`src/rtl/mgmt_pkg.sv`:
```
package mgmt_pkg;

    // Index of each board input inside the synchronizer vector
    localparam int IDX_RST   = 0;
    localparam int IDX_DONE  = 1;
    localparam int IDX_SENSE = 2;
    localparam int IDX_EN    = 3;
    localparam int IDX_USER  = 4;
    localparam int IDX_XIO   = 5;
    localparam int N_SYNC    = 6;

    typedef enum logic [1:0] {
        PH_HOLD   = 2'd0,
        PH_CONFIG = 2'd1,
        PH_USER   = 2'd2
    } phase_e;

endpackage

```
`src/rtl/mgmt_sync.sv`:
```
module mgmt_sync #(
    parameter int WIDTH  = 1,
    parameter int STAGES = 2
) (
    input  logic             clk,
    input  logic             rst_n,
    input  logic [WIDTH-1:0] d_i,
    output logic [WIDTH-1:0] q_o
);

    for (genvar b = 0; b < WIDTH; b++) begin : g_bit
        logic [STAGES-1:0] chain_q;

        always_ff @(posedge clk or negedge rst_n) begin
            if (!rst_n) begin
                chain_q <= '0;
            end else begin
                chain_q <= {chain_q[STAGES-2:0], d_i[b]};
            end
        end

        assign q_o[b] = chain_q[STAGES-1];
    end

endmodule

```
`src/rtl/mgmt_blink.sv`:
```
module mgmt_blink #(
    parameter int CLK_HZ   = 50_000_000,
    parameter int BLINK_HZ = 2
) (
    input  logic clk,
    input  logic rst_n,
    output logic blink_o
);

    localparam int HALF = (CLK_HZ / (2 * BLINK_HZ)) > 1 ? (CLK_HZ / (2 * BLINK_HZ)) : 2;
    localparam int CW   = $clog2(HALF);
    localparam logic [CW-1:0] LAST = CW'(HALF - 1);

    logic [CW-1:0] cnt_q;
    logic          blink_q;
    logic          wrap;

    assign wrap = (cnt_q == LAST);

    always_ff @(posedge clk or negedge rst_n) begin
        if (!rst_n) begin
            cnt_q   <= '0;
            blink_q <= 1'b0;
        end else if (wrap) begin
            cnt_q   <= '0;
            blink_q <= ~blink_q;
        end else begin
            cnt_q   <= cnt_q + 1'b1;
        end
    end

    assign blink_o = blink_q;


    blink_on_wrap_chk: assert property (@(posedge clk) disable iff (!rst_n)
        (blink_q != $past(blink_q)) |-> ($past(cnt_q) == LAST && cnt_q == '0));

endmodule

```
`src/rtl/mgmt_jtag_route.sv`:
```
module mgmt_jtag_route (
    input  logic sel_local_i,
    input  logic ext_tms_i,
    input  logic ext_tck_i,
    input  logic ext_tdi_i,
    output logic ext_tdo_o,
    input  logic loc_tdo_i,
    output logic fpga_tms_o,
    output logic fpga_tck_o,
    output logic fpga_tdi_o,
    input  logic fpga_tdo_i
);

    always_comb begin
        if (sel_local_i) begin
            fpga_tms_o = 1'b1;
            fpga_tck_o = 1'b0;
            fpga_tdi_o = 1'b1;
            ext_tdo_o  = loc_tdo_i;
        end else begin
            fpga_tms_o = ext_tms_i;
            fpga_tck_o = ext_tck_i;
            fpga_tdi_o = ext_tdi_i;
            ext_tdo_o  = fpga_tdo_i;
        end
    end

endmodule

```
`src/rtl/mgmt_phase_fsm.sv`:
```
module mgmt_phase_fsm
    import mgmt_pkg::*;
(
    input  logic   clk,
    input  logic   rst_n,
    input  logic   rst_s_i,
    input  logic   done_s_i,
    input  logic   blink_i,
    input  logic   user_s_i,
    input  logic   xio_s_i,
    output phase_e phase_o,
    output logic   led_a_o,
    output logic   led_b_o
);

    phase_e phase_q;
    phase_e phase_d;

    always_comb begin
        if (!rst_s_i) begin
            phase_d = PH_HOLD;
        end else if (done_s_i) begin
            phase_d = PH_USER;
        end else begin
            phase_d = PH_CONFIG;
        end
    end

    always_ff @(posedge clk or negedge rst_n) begin
        if (!rst_n) begin
            phase_q <= PH_HOLD;
        end else begin
            phase_q <= phase_d;
        end
    end

    always_comb begin
        unique case (phase_q)
            PH_HOLD: begin
                led_a_o = 1'b1;
                led_b_o = 1'b1;
            end
            PH_CONFIG: begin
                led_a_o = blink_i;
                led_b_o = blink_i;
            end
            PH_USER: begin
                led_a_o = user_s_i;
                led_b_o = xio_s_i;
            end
            default: begin
                led_a_o = 1'b1;
                led_b_o = 1'b1;
            end
        endcase
    end

    assign phase_o = phase_q;


    hold_entry_chk: assert property (@(posedge clk) disable iff (!rst_n)
        !rst_s_i |=> (phase_q == PH_HOLD));


    cfg_entry_chk: assert property (@(posedge clk) disable iff (!rst_n)
        (rst_s_i && !done_s_i) |=> (phase_q == PH_CONFIG));


    user_entry_chk: assert property (@(posedge clk) disable iff (!rst_n)
        (rst_s_i && done_s_i) |=> (phase_q == PH_USER));

endmodule

```
`src/rtl/board_mgmt_glue.sv`:
```
module board_mgmt_glue
    import mgmt_pkg::*;
#(
    parameter int CLK_HZ   = 50_000_000,
    parameter int BLINK_HZ = 2
) (
    input  logic clk,
    input  logic rst_n,
    input  logic jtag_sel_i,
    input  logic ext_tms_i,
    input  logic ext_tck_i,
    input  logic ext_tdi_i,
    output logic ext_tdo_o,
    input  logic loc_tdo_i,
    output logic fpga_tms_o,
    output logic fpga_tck_o,
    output logic fpga_tdi_o,
    input  logic fpga_tdo_i,
    input  logic board_rst_n_i,
    input  logic sense_ok_i,
    input  logic pwr_en_i,
    input  logic done_i,
    output logic prog_n_o,
    output logic pwr_good_o,
    input  logic user_pin_i,
    output logic user_pin_o,
    output logic user_pin_oe_o,
    input  logic xio_i,
    output logic led_a_o,
    output logic led_b_o
);

    logic [N_SYNC-1:0] raw_in;
    logic [N_SYNC-1:0] syn;
    logic              blink;
    logic              start_ok;
    logic              prog_q;
    phase_e            phase;

    always_comb begin
        raw_in            = '0;
        raw_in[IDX_RST]   = board_rst_n_i;
        raw_in[IDX_DONE]  = done_i;
        raw_in[IDX_SENSE] = sense_ok_i;
        raw_in[IDX_EN]    = pwr_en_i;
        raw_in[IDX_USER]  = user_pin_i;
        raw_in[IDX_XIO]   = xio_i;
    end

    mgmt_sync #(.WIDTH(N_SYNC), .STAGES(2)) u_sync (
        .clk   (clk),
        .rst_n (rst_n),
        .d_i   (raw_in),
        .q_o   (syn)
    );

    mgmt_jtag_route u_jtag (
        .sel_local_i (jtag_sel_i),
        .ext_tms_i   (ext_tms_i),
        .ext_tck_i   (ext_tck_i),
        .ext_tdi_i   (ext_tdi_i),
        .ext_tdo_o   (ext_tdo_o),
        .loc_tdo_i   (loc_tdo_i),
        .fpga_tms_o  (fpga_tms_o),
        .fpga_tck_o  (fpga_tck_o),
        .fpga_tdi_o  (fpga_tdi_o),
        .fpga_tdo_i  (fpga_tdo_i)
    );

    mgmt_blink #(.CLK_HZ(CLK_HZ), .BLINK_HZ(BLINK_HZ)) u_blink (
        .clk     (clk),
        .rst_n   (rst_n),
        .blink_o (blink)
    );

    mgmt_phase_fsm u_fsm (
        .clk      (clk),
        .rst_n    (rst_n),
        .rst_s_i  (syn[IDX_RST]),
        .done_s_i (syn[IDX_DONE]),
        .blink_i  (blink),
        .user_s_i (syn[IDX_USER]),
        .xio_s_i  (syn[IDX_XIO]),
        .phase_o  (phase),
        .led_a_o  (led_a_o),
        .led_b_o  (led_b_o)
    );

    // Configuration start gating
    assign start_ok = syn[IDX_RST] & syn[IDX_SENSE] & syn[IDX_EN];

    always_ff @(posedge clk or negedge rst_n) begin
        if (!rst_n) begin
            prog_q <= 1'b0;
        end else begin
            prog_q <= start_ok;
        end
    end

    assign prog_n_o      = prog_q;
    assign pwr_good_o    = syn[IDX_SENSE] & syn[IDX_EN];
    assign user_pin_o    = 1'b0;
    assign user_pin_oe_o = 1'b0;


    prog_low_on_power_loss_chk: assert property (@(posedge clk) disable iff (!rst_n)
        !pwr_good_o |=> !prog_n_o);


    prog_low_in_hold_chk: assert property (@(posedge clk) disable iff (!rst_n)
        (phase == PH_HOLD) |-> !prog_n_o);

endmodule

```
`config.mk`:
```
export PLATFORM = sky130hd
export DESIGN_NAME = board_mgmt_glue
export DESIGN_NICKNAME = d
export VERILOG_FILES = /design/src/rtl/mgmt_pkg.sv /design/src/rtl/mgmt_sync.sv /design/src/rtl/mgmt_blink.sv /design/src/rtl/mgmt_jtag_route.sv /design/src/rtl/mgmt_phase_fsm.sv /design/src/rtl/board_mgmt_glue.sv
export SDC_FILE = /design/constraint.sdc
export NUM_CORES = 1
export LEC_CHECK = 0
export ABC_AREA = 1
export BUFFER_PORTS_ARGS = -buffer_cell sky130_fd_sc_hd__buf_2
export CAP_MARGIN = 20
export CORE_UTILIZATION = 60
export CTS_BUF_LIST = sky130_fd_sc_hd__clkbuf_4 sky130_fd_sc_hd__clkbuf_8
export CTS_CLUSTER_DIAMETER = 40
export DETAILED_ROUTE_END_ITERATION = 7
export PLACE_DENSITY = 0.82
export SLEW_MARGIN = 20
export SYNTH_ARGS = -nofsm -noshare
export SYNTH_HDL_FRONTEND = slang
export SYNTH_SLANG_ARGS = --single-unit
```
`constraint.sdc`:
```
create_clock -name clk -period 2 [get_ports clk]
set_input_delay 0.4 -clock clk [delete_from_list [all_inputs] [get_ports clk]]
set_output_delay 0.4 -clock clk [all_outputs]
set_load 0.02 [all_outputs]
```
==> results.tsv <==
stage	metric	value	unit
logic_synthesis	synth-simple-area-share	0.339	
placement	dp.cells	317	
logic_synthesis	syn_area_per_cell	8.16	µm²
timing	whs	0.0756	ns
power_and_ir_drop	comb_power_share	0.053	
logic_synthesis	synthXorXnorAreaFrac	0.0426	
finish	most-common-layout-cells	54 x nand2_1, 43 x nor2_1, 40 x dfrtp_1	
routing	via_per_inst	5.04	
logic_synthesis	synth_area	0.00206	mm²
routing	ant_nets	0	
run	cap_violations	0	
logic_synthesis	synth.distinct_cells	27	
power_and_ir_drop	swShare	0.239	
finish	nFillCells	251	
timing	maxSlewViolCount	0	
critical_path	worstSetupPathType	reg -> out	
critical_path	arrival	1.36	ns
clock_tree	ctsResizeCount	0	
critical_path	cp.required	1.60	ns
clock_tree	clockBufferDepth	2	
critical_path	worstRegToRegCells	8	
clock_tree	insertion_delay	0.36	ns
power_and_ir_drop	p_leak	1.16	nW
power_and_ir_drop	clkPwrFrac	0.329	
finish	nets	297	
timing	clock_skew	0.0125	ns
routing	wl_per_cell	11.8	µm
logic_synthesis	synth_compound_area_frac	0.0310	
placement	gp_congestion	0.941	
floorplanning	die_y	60.6	µm
outcome	status	finished clean	
hold_path	holdCritPathClass	in -> async	
timing	period_minus_slack	1.76	ns
logic_synthesis	syn_inst	252	
placement	dp.final_hpwl	3.00	mm
routing	drt-total-wl	3.83	mm
clock_tree	clk_pin_slew	0.12	ns
logic_synthesis	synth_mux_area_frac	0.00547	
power_and_ir_drop	p_total	1.34	mW
clock_tree	hold_buffers	0	
routing	drc_errors	0	
floorplanning	core	0.00315	mm²
floorplanning	die_x	60.6	µm
logic_synthesis	synth_seq_cells	40	
grt	grt_pass1_wl	6.78	mm
finish	drive_above_1_share	0.196	
timing	fmax	569	MHz
logic_synthesis	ys_seq_area_frac	0.487	
routing	drt-initial-drc-count	133	
power_and_ir_drop	ir_drop	0.000456	V
grt	grt_max_degree	41	
critical_path	r2r_setup_slack	0.54	ns
power_and_ir_drop	power_switching	320	µW
placement	placed_area	0.00221	mm²
clock_tree	cts_tree	yes	
logic_synthesis	synth-async-reset-ratio	1.00	
timing	tns	0	ns
floorplanning	pin_count	24	
logic_synthesis	synth_adder_area_share	0.0182	
finish	final_area	0.00228	mm²
clock_tree	cts_buffers	5	
critical_path	critPathLaunchType	flop	
timing	post-route-period-util	0.879	
critical_path	worstReg2RegEnd	u_blink.cnt_q[0]	
clock_tree	cts.sinks	40	
logic_synthesis	synth_top_family_by_area	simple AND/OR/NAND/NOR gates	
timing	hold_violations	0	
clock_tree	post-cts-setup-buffers	0	
finish	layout_commonest_cell	nand2_1	
placement	io_buffers	21	
grt	antenna_found_initial	0	
finish	final_util	0.723	
logic_synthesis	synth-edff-count	0	
floorplanning	die_area	0.00367	mm²
floorplanning	row_count	20	
clock_tree	h-tree-depth	2	
critical_path	crit_path_end_kind	output port	
power_and_ir_drop	power_density	587	mW/mm²
grt	grt-ovfl-total	0	
logic_synthesis	ys.warnings.count	0	
routing	firstDrtPassIters	4	
finish	insertedDiodeCount	0	
logic_synthesis	synthFlopType	dfrtp_1	
timing	fin_ws	0.242	ns
critical_path	rr_startpoint	u_blink.cnt_q[0]	
timing	final-setup-viol-count	0	
clock_tree	cts_root_buf	clkbuf_4	
timing	rsz0062_at_grt	false	
finish	layout.cells.non_filler	325	
routing	routed-via-count	1637	
floorplanning	start_util	0.652	
grt	grt_pass1_vias	1540	
finish	synthToLayoutAreaGrowth	10.8	%
power_and_ir_drop	pwr-share-seq	0.618	
critical_path	crit_fanout	2	
placement	post-place-ws	0.547	ns
power_and_ir_drop	internal_power	1.02	mW
grt	grt_usage	0.259	
## routing by layer
layer | vias to the layer above | track usage | wire length, µm
met2 | 51 | 0.413 | 1790
met1 | 747 | 0.343 | 1700
li1 | 833 | - | -
met3 | 6 | 0.0704 | 290
met5 | - | 0 | 0
met4 | 0 | 0.0942 | 55
## final cells by class
type	count	area (µm²)	share of cell area
Clock buffer	6	51.3	0.0225
Clock inverter	2	15.0	0.00659
Inverter	37	139	0.0609
Multi-Input combinational cell	174	906	0.397
Sequential cell	40	1000	0.439
Tap cell	44	55.1	0.0241
Timing Repair Buffer	22	113	0.0494
## state kept, by name, indices dropped and copies added (netlist names)
signal / flops
u_fsm.phase_o: 2
u_blink.cnt_q: 24
u_sync.g_bit.chain_q: 12
u_blink.blink_o: 1
prog_n_o: 1
## logic make-up after synthesis
kind of cell,count (synthesis)
compound gates,11
xor+xnor,10
fa+ha+maj,3
buf+inv,39
flops,40
mux,1
other cells,1
simple gates,147
## worst max-delay path, stage by stage (launching register included)
cell     delay (ns)
dfrtp_1        0.38
inv_1          0.05
ha_1           0.28
inv_1          0.07
nand3_1        0.07
buf_2          0.15
## worst max path at each step
stage	startpoint	end	slack, ns	cells after the start
final	u_fsm.phase_o[0]	led_b_o	0.24	5
after detailed placement	u_blink.cnt_q[0]	u_blink.cnt_q[0]	0.55	8
after global routing	u_fsm.phase_o[0]	led_a_o	0.13	5
after floorplan	u_blink.cnt_q[0]	u_blink.cnt_q[14]	0.71	7
after global placement	u_blink.cnt_q[0]	u_blink.cnt_q[0]	0.60	8
after CTS	u_fsm.phase_o[0]	led_b_o	0.22	5
## synthesized netlist by cell type (all sizes together) (3+ instances only)
master / count / share of area
nor3: 5 / 0.012
nor2: 53 / 0.13
ha: 3 / 0.018
nand3: 18 / 0.046
a21oi: 6 / 0.015
xor2: 9 / 0.038
inv: 37 / 0.068
nand2: 63 / 0.13
o21ai: 3 / 0.0073
dfrtp: 40 / 0.49
nand4: 5 / 0.015
## power groups by stage
| stage | combinational, mW | clock, mW | sequential [mW] |
|---|---|---|---|
| global placement | 0.0712 | 0 | 0.843 |
| finish | 0.0711 | 0.440 | 0.828 |
| floorplan | 0.0341 | 0 | 0.844 |
| detailed placement | 0.0729 | 0 | 0.844 |
| global route | 0.0834 | 0.481 | 0.830 |
| CTS | 0.0731 | 0.451 | 0.828 |
No activity file was read; power rests on OpenSTA's default activity.
